`src/rtl/irq_vec_pkg.sv`:
```
package irq_vec_pkg;
  localparam int NSRC    = 5;
  localparam int NEXT    = 2;
  localparam int IDXW    = $clog2(NSRC);
  localparam int VECW    = 16;
  localparam int REGW    = 8;
  localparam int ADDRW   = 2;
  localparam int GIE_BIT = 7;

  localparam logic [ADDRW-1:0] ADDR_EN   = 2'd0;
  localparam logic [ADDRW-1:0] ADDR_PRI  = 2'd1;
  localparam logic [ADDRW-1:0] ADDR_MODE = 2'd2;

  typedef struct packed {
    logic            take;
    logic            takeHi;
    logic [IDXW-1:0] takeIdx;
    logic            pop;
  } ctlStrobe_t;

  function automatic logic [VECW-1:0] vecOf(input logic [IDXW-1:0] idx);
    return {{(VECW-IDXW-3){1'b0}}, idx, 3'b011};
  endfunction

  function automatic logic [IDXW-1:0] firstSet(input logic [NSRC-1:0] v);
    logic [IDXW-1:0] r;
    r = '0;
    for (int i = NSRC - 1; i >= 0; i--) begin
      if (v[i]) r = IDXW'(i);
    end
    return r;
  endfunction
endpackage

```
`src/rtl/irq_vec_dp.sv`:
```
module irq_vec_dp
  import irq_vec_pkg::*;
(
  input  logic                clk,
  input  logic                rstN,
  input  logic                regWe,
  input  logic [ADDRW-1:0]    regAddr,
  input  logic [REGW-1:0]     regWdata,
  output logic [REGW-1:0]     regRdata,
  input  logic [NEXT-1:0]     extReqN,
  input  logic [1:0]          tmrOvf,
  input  logic                serRx,
  input  logic                serTx,
  input  logic                sampleTick,
  input  ctlStrobe_t          strobe,
  output logic [NSRC-1:0]     srcReq,
  output logic [NSRC-1:0]     enMask,
  output logic                gie,
  output logic [NSRC-1:0]     priMask,
  output logic                isLo,
  output logic                isHi,
  output logic                irqTake,
  output logic [VECW-1:0]     irqVector
);
  logic [REGW-1:0] enQ;
  logic [NSRC-1:0] priQ;
  logic [NEXT-1:0] extReq;
  logic [NEXT-1:0] extMode;
  logic            isLoQ, isHiQ, isLoN, isHiN;
  logic            takeQ;
  logic [VECW-1:0] vecQ;
  logic            modeWr;

  assign modeWr = regWe && (regAddr == ADDR_MODE);

  // Per-input sampling, edge latch and mode
  for (genvar g = 0; g < NEXT; g++) begin : gExt
    localparam logic [IDXW-1:0] MY_IDX = IDXW'(2 * g);
    logic smpQ, armedQ, flagQ, modeQ;
    logic edgeHit, ackHit;

    assign edgeHit = sampleTick && armedQ && !extReqN[g] && modeQ;
    assign ackHit  = strobe.take && (strobe.takeIdx == MY_IDX);

    always_ff @(posedge clk) begin
      if (!rstN) begin
        smpQ   <= 1'b1;
        armedQ <= 1'b0;
        flagQ  <= 1'b0;
        modeQ  <= 1'b0;
      end else begin
        if (sampleTick) begin
          smpQ   <= extReqN[g];
          armedQ <= extReqN[g];
        end
        if (modeWr) modeQ <= regWdata[2*g];
        if (modeWr)       flagQ <= regWdata[2*g+1];
        else if (edgeHit) flagQ <= 1'b1;
        else if (ackHit)  flagQ <= 1'b0;
      end
    end

    assign extReq[g]  = modeQ ? flagQ : !smpQ;
    assign extMode[g] = modeQ;
  end

  assign srcReq = {serRx | serTx, tmrOvf[1], extReq[1], tmrOvf[0], extReq[0]};

  // Enable and priority registers
  always_ff @(posedge clk) begin
    if (!rstN) begin
      enQ  <= '0;
      priQ <= '0;
    end else if (regWe) begin
      if (regAddr == ADDR_EN)  enQ  <= regWdata & 8'hBF;
      if (regAddr == ADDR_PRI) priQ <= regWdata[NSRC-1:0];
    end
  end

  always_comb begin
    case (regAddr)
      ADDR_EN:   regRdata = enQ;
      ADDR_PRI:  regRdata = {{(REGW-NSRC){1'b0}}, priQ};
      ADDR_MODE: regRdata = {4'b0, extReq[1], extMode[1], extReq[0], extMode[0]};
      default:   regRdata = '0;
    endcase
  end

  assign enMask  = enQ[NSRC-1:0];
  assign gie     = enQ[GIE_BIT];
  assign priMask = priQ;

  // Two-entry in-service stack: pop first, then push
  always_comb begin
    isLoN = isLoQ;
    isHiN = isHiQ;
    if (strobe.pop) begin
      if (isHiQ) isHiN = 1'b0;
      else       isLoN = 1'b0;
    end
    if (strobe.take) begin
      if (strobe.takeHi) isHiN = 1'b1;
      else               isLoN = 1'b1;
    end
  end

  always_ff @(posedge clk) begin
    if (!rstN) begin
      isLoQ <= 1'b0;
      isHiQ <= 1'b0;
      takeQ <= 1'b0;
      vecQ  <= '0;
    end else begin
      isLoQ <= isLoN;
      isHiQ <= isHiN;
      takeQ <= strobe.take;
      if (strobe.take) vecQ <= vecOf(strobe.takeIdx);
    end
  end

  assign isLo      = isLoQ;
  assign isHi      = isHiQ;
  assign irqTake   = takeQ;
  assign irqVector = vecQ;

  // a take follows a cycle with global enable set
  a_r2_global_gate: assert property (@(posedge clk) disable iff (!rstN)
    takeQ |-> $past(enQ[GIE_BIT]));

  // nothing is taken while a high-level handler runs
  a_r7_hi_blocks_all: assert property (@(posedge clk) disable iff (!rstN)
    (isHiQ && !strobe.pop) |=> !takeQ);

  // return pops the high level first
  a_r8_pop_hi: assert property (@(posedge clk) disable iff (!rstN)
    (strobe.pop && isHiQ && !strobe.take) |=> (!isHiQ && ($past(isLoQ) == isLoQ)));
endmodule

```
`src/rtl/irq_vec_ctl.sv`:
```
module irq_vec_ctl
  import irq_vec_pkg::*;
(
  input  logic            clk,
  input  logic            rstN,
  input  logic [NSRC-1:0] srcReq,
  input  logic [NSRC-1:0] enMask,
  input  logic            gie,
  input  logic [NSRC-1:0] priMask,
  input  logic            isLo,
  input  logic            isHi,
  input  logic            instrDone,
  input  logic            retiStrobe,
  output ctlStrobe_t      strobe
);
  logic [NSRC-1:0] eligible, hiReq, loReq;
  logic            hiOk, loOk, hiWin, loWin;

  assign eligible = srcReq & enMask & {NSRC{gie}};
  assign hiReq    = eligible & priMask;
  assign loReq    = eligible & ~priMask;
  assign hiOk     = !isHi;
  assign loOk     = !isHi && !isLo;
  assign hiWin    = hiOk && (|hiReq);
  assign loWin    = loOk && (|loReq);

  always_comb begin
    strobe.take    = instrDone && (hiWin || loWin);
    strobe.takeHi  = hiWin;
    strobe.takeIdx = hiWin ? firstSet(hiReq) : firstSet(loReq);
    strobe.pop     = retiStrobe;
  end

  // a low-level grant never occurs while a high request is eligible and allowed
  a_r6_hi_before_lo: assert property (@(posedge clk) disable iff (!rstN)
    (strobe.take && !strobe.takeHi) |-> !(hiOk && (|(srcReq & enMask & priMask))));
endmodule

```
`src/rtl/irq_vec_ctrl.sv`:
```
module irq_vec_ctrl
  import irq_vec_pkg::*;
(
  input  logic             clk,
  input  logic             rstN,
  input  logic             regWe,
  input  logic [ADDRW-1:0] regAddr,
  input  logic [REGW-1:0]  regWdata,
  output logic [REGW-1:0]  regRdata,
  input  logic [NEXT-1:0]  extReqN,
  input  logic [1:0]       tmrOvf,
  input  logic             serRx,
  input  logic             serTx,
  input  logic             sampleTick,
  input  logic             instrDone,
  input  logic             retiStrobe,
  output logic             irqTake,
  output logic [VECW-1:0]  irqVector
);
  ctlStrobe_t      strobe;
  logic [NSRC-1:0] srcReq, enMask, priMask;
  logic            gie, isLo, isHi;

  irq_vec_dp u_dp (
    .clk(clk), .rstN(rstN), .regWe(regWe), .regAddr(regAddr),
    .regWdata(regWdata), .regRdata(regRdata), .extReqN(extReqN),
    .tmrOvf(tmrOvf), .serRx(serRx), .serTx(serTx), .sampleTick(sampleTick),
    .strobe(strobe), .srcReq(srcReq), .enMask(enMask), .gie(gie),
    .priMask(priMask), .isLo(isLo), .isHi(isHi),
    .irqTake(irqTake), .irqVector(irqVector)
  );

  irq_vec_ctl u_ctl (
    .clk(clk), .rstN(rstN), .srcReq(srcReq), .enMask(enMask), .gie(gie),
    .priMask(priMask), .isLo(isLo), .isHi(isHi), .instrDone(instrDone),
    .retiStrobe(retiStrobe), .strobe(strobe)
  );

  // every take follows an instruction boundary
  a_r12_take_at_boundary: assert property (@(posedge clk) disable iff (!rstN)
    irqTake |-> $past(instrDone));

  // the vector of a take is one of the five handler slots
  a_r4_vector_slot: assert property (@(posedge clk) disable iff (!rstN)
    irqTake |-> (irqVector[2:0] == 3'b011 && irqVector[VECW-1:6] == '0
                 && irqVector[5:3] <= 3'd4));
endmodule

```
`config.mk`:
```
export PLATFORM = sky130hd
export DESIGN_NAME = irq_vec_ctrl
export DESIGN_NICKNAME = d
export VERILOG_FILES = /design/src/rtl/irq_vec_pkg.sv /design/src/rtl/irq_vec_dp.sv /design/src/rtl/irq_vec_ctl.sv /design/src/rtl/irq_vec_ctrl.sv
export SDC_FILE = /design/constraint.sdc
export NUM_CORES = 1
export LEC_CHECK = 0
export BUFFER_PORTS_ARGS = -buffer_cell sky130_fd_sc_hd__buf_2
export CORE_MARGIN = 4
export CORE_UTILIZATION = 25
export DETAILED_ROUTE_END_ITERATION = 12
export GPL_TIMING_DRIVEN = 0
export PLACE_DENSITY = 0.5
export REMOVE_ABC_BUFFERS = 1
export SETUP_SLACK_MARGIN = 0.1
export SYNTH_ARGS = -nofsm -noshare
export SYNTH_HDL_FRONTEND = slang
export SYNTH_HIERARCHICAL = 1
export SYNTH_SLANG_ARGS = --single-unit
```
`constraint.sdc`:
```
create_clock -name clk -period 2.7 [get_ports clk]
set_input_delay 0 -clock clk [delete_from_list [all_inputs] [get_ports clk]]
set_output_delay 0 -clock clk [all_outputs]
set_load 0.05 [all_outputs]
```
# == Word level (Yosys, flattened, before mapping) ==
# Index checks and enable logic that the tools add are counted.
# totals
reg_bits,28
in_bits,22
out_inout_bits,25
elab_cells,78
# op_classes
eq_ne,3
n_mux,27
bitwise,6
n_reduce_logical,28
# op_table
cell,count
3-bit two-way mux,11
8-bit one-hot mux with 3 select lines,1
5-bit AND,4
1-bit two-way mux,15
1-bit logical AND,13
5-bit OR reduction,2
1-bit logical NOT,6
3-bit nonzero test,2
5-bit NOT,1
2-bit AND reduction,2
"3-bit by 2-bit == test with 1-bit output, second input constant",1
3-bit logical NOT,1
"2-bit by 1-bit == test with 1-bit output, second input constant",1
"2-bit == test, second input constant",1
2-bit logical NOT,1
1-bit logical OR,1
1-bit bitwise OR,1

# == Longest topological paths before layout ==
# logic_depth
word_depth,16
ltp_mapped,10
mapped_depth_nobuf,9

# == Modules after synthesis ==
# Netlist, hierarchy kept.
# by_module_without_submodules
module,instances,cells_per_inst,area_per_inst_um2,seq_area_each_um2
irq_vec_dp,1,151,1387.6,540.5
irq_vec_ctl,1,38,270.3,0.0

# == Least setup slack after synthesis ==
# No wires, ideal clock.
# synth_timing
path_kind,register -> register
start,register u_dp.gExt[0].modeQ
end,register u_dp.gExt[1].flagQ
setup_time_ps,131
arrival_ps,1758
required_time_ps,2569
path_slack_ps,810
path_stages_with_launch,9
path_buffers,1
period_less_slack_ps,1890
cell_sequence,dfxtp_1 > mux2i_1 > and4b_4 > o41ai_1 > a21oi_1 > buf_4 > inv_1 > o41ai_1 > a31oi_1
# synth_rtl
element,line_no,text
from (decl),irq_vec_dp.sv:39,"logic smpQ, armedQ, flagQ, modeQ;"
from (signal assigned),irq_vec_dp.sv:56,if (modeWr) modeQ <= regWdata[2*g];
to (signal assigned),irq_vec_dp.sv:57,if (modeWr) flagQ <= regWdata[2*g+1];
to (decl),irq_vec_dp.sv:39,

==> results.txt <==
- The worst hold path belongs to the class primary input to flop.
* Final count of hold timing violations: 0
- After routing the design area is 1831 µm².
* Antenna fix cells: 0
- The die covers 7999 µm².
- The number of global-route vias before repair is 1284.
- The tree built by TritonCTS fans out to 27 sinks.
* Post-synth design cell area: 1658 µm²
- In this run the core area contains 29 standard-cell rows.
- For this run, the register share of the synthesized area comes to 0.3260.
- After layout, the design draws a total of 788.9 µW.
- Setup violations remaining at the end of the flow were counted as 0.
- Core region area: 6386 µm²
- Number of maximum-capacitance violations: 0
- Maximum number of pins on one net before global-route repair: 28
- Largest fanout on the critical path: 8
- Placement-stage cell area: 1732 µm²
- Shortest clock period the worst path allows after layout: 2.361 ns
- The first TritonRoute pass finished after 4 iterations.
* Post-route non-filler standard cell count: 287
- Headroom to the max-slew limit came out at 0.4866.
- After synthesis, the share of flip-flops with an asynchronous set or reset is 0.
* Detailed-route wire length per cell: 13.21 µm
- Detailed placement ended at an HPWL of 2.823 mm.
* WL final: 3.791 mm
* Overall via count from detail_route: 1331
- After the first detailed-routing iteration, the DRC count stood at 70.
* Clock tree skew after final layout: 0.004566 ns
- Remaining antenna violation count after routing: 0
- WS Path Type: flop to flop
* RSZ-0062 raised after global routing: false
- The worst setup path is launched from a flop.
* VDD IR-drop max: 0.0002450 V
* Max-slew violations: 0
* Arr. time, crit path: 2.51 ns
* Seq cells post-synth: 27
* Count of mapped cells out of synthesis: 189
* Remaining global-route overflow: 0
- Counting along the longest clock path gives a buffer depth of 2.
- Buffers added to address setup during post-CTS repair amount to 0.
- Count of distinct cell types in the synthesized netlist: 41
* Worst Hold Margin: 0.01177 ns
- Leakage power: 0.7211 nW
- Final core utilization: 0.2866
- Routability Congestion: 0.7687
- Syn Area/Cell: 8.772 µm²
- Quantity of I/O buffers inserted on ports: 33
- Number of fillers in the final layout: 707
* Top-level I/O count: 47
- Sort of element at the end of the critical path: flop
- For this design the ratio of total power to cell area is 431.0 nW/µm².
- Number of vias per cell: 4.638
* Die Height: 89.44 µm
* Number of warning messages in the yosys log: 6
* Clock Pin Slew Worst Setup and Hold Paths: 0.09 ns
- Worst setup timing slack at the placement stage: 0.1039 ns
- Among all flip-flop cells after synthesis, the most frequent one is sky130_fd_sc_hd__dfxtp_1.
- The first global-routing pass estimated 6.196 mm of wire.
- Share of the clock period used by the worst path after layout: 0.8744
- GR Util All Layers: 0.1003
* Ratio of cells with drive above 1 in the final layout: 0.2190
- Root cell of the clock tree: sky130_fd_sc_hd__clkbuf_8
- Number of flops mapped to enable cells by yosys: 0
- At the worst endpoint, the required time is 2.85 ns.
- The clock reaches the later pin of the worst-skew pair after 0.27 ns.
* Total negative setup slack: 0 ns
- Die width: 89.44 µm
- CTS built an H-tree with a depth of 1.
* Outcome: finished clean
- Slew at the pin closest to its max-slew limit: 0.7667 ns
- TritonCTS built the clock tree.
* Worst Slack Setup Final: 0.3391 ns
- Relative to the synthesized area, the layout overhead comes to 10.42%.
- The initial utilization of the core area, before any placement, comes to 0.2596.
- Antenna violations before repair: 0
- TritonCTS created 3 clock buffers.
- Once placement completed, the tool counted placed cells totaling 278.
- In the routed design, unresolved DRC markers number 0.
- Nets: 233
- Max Clk Rate: 423.6 MHz
critical path: stages (launching register included):
cell and delay (ns):
sky130_fd_sc_hd__dfxtp_1 0.40, sky130_fd_sc_hd__mux2i_1 0.35, sky130_fd_sc_hd__nand4b_1 0.23, sky130_fd_sc_hd__nand2b_4 0.13, sky130_fd_sc_hd__o41ai_1 0.10, sky130_fd_sc_hd__a21oi_2 0.38
sky130_fd_sc_hd__inv_1 0.11, sky130_fd_sc_hd__o41ai_1 0.41, sky130_fd_sc_hd__a31oi_1 0.13
cell families after synthesis:
kind of cell           Yosys count  share of synthesized area
DFF                             27                     0.3260
buffers and inverters           37                     0.1494
muxes                           17                     0.1026
AOI/OAI and AO/OA               35                     0.1389
and+or+nand+nor                 72                     0.2808
other                            1                   0.002262
Yosys cell counts, types with 2 or more instances:
master / n / share of area
sky130_fd_sc_hd__clkbuf_1: 3 / 0.0068
sky130_fd_sc_hd__nand2_1: 12 / 0.027
sky130_fd_sc_hd__nand2b_1: 9 / 0.034
sky130_fd_sc_hd__nor2b_1: 15 / 0.057
sky130_fd_sc_hd__and4_2: 2 / 0.012
sky130_fd_sc_hd__a21o_1: 2 / 0.0091
sky130_fd_sc_hd__a21oi_1: 7 / 0.021
sky130_fd_sc_hd__a21boi_0: 8 / 0.036
sky130_fd_sc_hd__mux2i_1: 17 / 0.10
sky130_fd_sc_hd__inv_1: 5 / 0.011
sky130_fd_sc_hd__o21a_1: 2 / 0.0091
sky130_fd_sc_hd__and4_1: 2 / 0.011
sky130_fd_sc_hd__buf_4: 24 / 0.11
sky130_fd_sc_hd__o211ai_1: 2 / 0.0091
sky130_fd_sc_hd__nor3b_1: 2 / 0.0091
sky130_fd_sc_hd__nand3_1: 7 / 0.021
sky130_fd_sc_hd__a31oi_1: 2 / 0.0075
sky130_fd_sc_hd__dfxtp_1: 27 / 0.33
sky130_fd_sc_hd__nand4_1: 3 / 0.011
sky130_fd_sc_hd__o21ai_0: 6 / 0.018
sky130_fd_sc_hd__o41ai_1: 3 / 0.016
sky130_fd_sc_hd__buf_6: 2 / 0.014
sky130_fd_sc_hd__and4b_4: 2 / 0.017
sky130_fd_sc_hd__nand4b_1: 3 / 0.016
sky130_fd_sc_hd__buf_2: 3 / 0.0091
sky130_fd_sc_hd__nor2_1: 4 / 0.0091
cell usage in the layout, fill, tap and decap left out, drive strengths merged, types with 4 or more instances in the layout:
cell	Yosys	final
conb	1	12
nand2	12	12
mux2i	17	17
dlygate4sd3	0	5
dfxtp	27	27
a21boi	8	8
inv	5	5
a21oi	7	7
nor2	4	4
buf	29	33
nand2b	10	10
nor2b	15	15
clkbuf	3	4
nand3	7	7
o21ai	7	7
and4	4	4
cell type report:
cell class / count / area [µm²] / share of cell area
Multi-Input combinational cell: 136 / 914.6 / 0.4997
Inverter: 5 / 18.77 / 0.01025
Clock buffer: 4 / 45.04 / 0.02461
Timing Repair Buffer: 38 / 215.2 / 0.1176
Tap cell: 77 / 96.34 / 0.05263
Sequential cell: 27 / 540.5 / 0.2953
where the power goes:
| part | total, mW | internal [mW] | switching (mW) |
|---|---|---|---|
| registers | 0.421 | 0.410 | 0.0110 |
| logic | 0.135 | 0.0432 | 0.0920 |
| clock network | 0.232 | 0.106 | 0.126 |
state kept, by name, indices dropped and copies added, names as in the netlist:
signal	flops
u_dp/enQ	7
u_dp/gExt.armedQ	2
u_dp/gExt.flagQ	2
u_dp/gExt.modeQ	2
u_dp/gExt.smpQ	2
u_dp/irqTake	1
u_dp/irqVector	4
u_dp/isHi	1
u_dp/isLo	1
u_dp/priMask	5
metal layers:
layer,routed length (µm),vias to the layer above,track usage
met3,216,2,0.02581
li1,-,678,-
met5,0,-,0
met2,1829,32,0.1695
met1,1721,619,0.1289
met4,23,0,0.02030
what timing repair did:
item	CTS	global route
gates resized for setup	1	0
setup endpoints to repair	1	0
hold buffers	5	0
endpoints found under the hold margin	5	0
path summary, 6_finish.rpt:
path,slack (ns),from,endpoint,cells after the start
worst max-delay path,0.34,u_dp/gExt[1].modeQ$_SDFFE_PN0P_,u_dp/gExt[1].flagQ$_SDFFE_PN0P_,8
worst min register to register,0.47,u_dp/gExt[0].flagQ$_SDFFE_PN0P_,u_dp/gExt[0].flagQ$_SDFFE_PN0P_,2
worst max register to register,0.34,u_dp/gExt[1].modeQ$_SDFFE_PN0P_,u_dp/gExt[1].flagQ$_SDFFE_PN0P_,8
worst min-delay path,0.01,regWdata[2],u_dp/priMask[2]$_SDFFE_PN0P_,3
(Power assumes the default switching activity.)
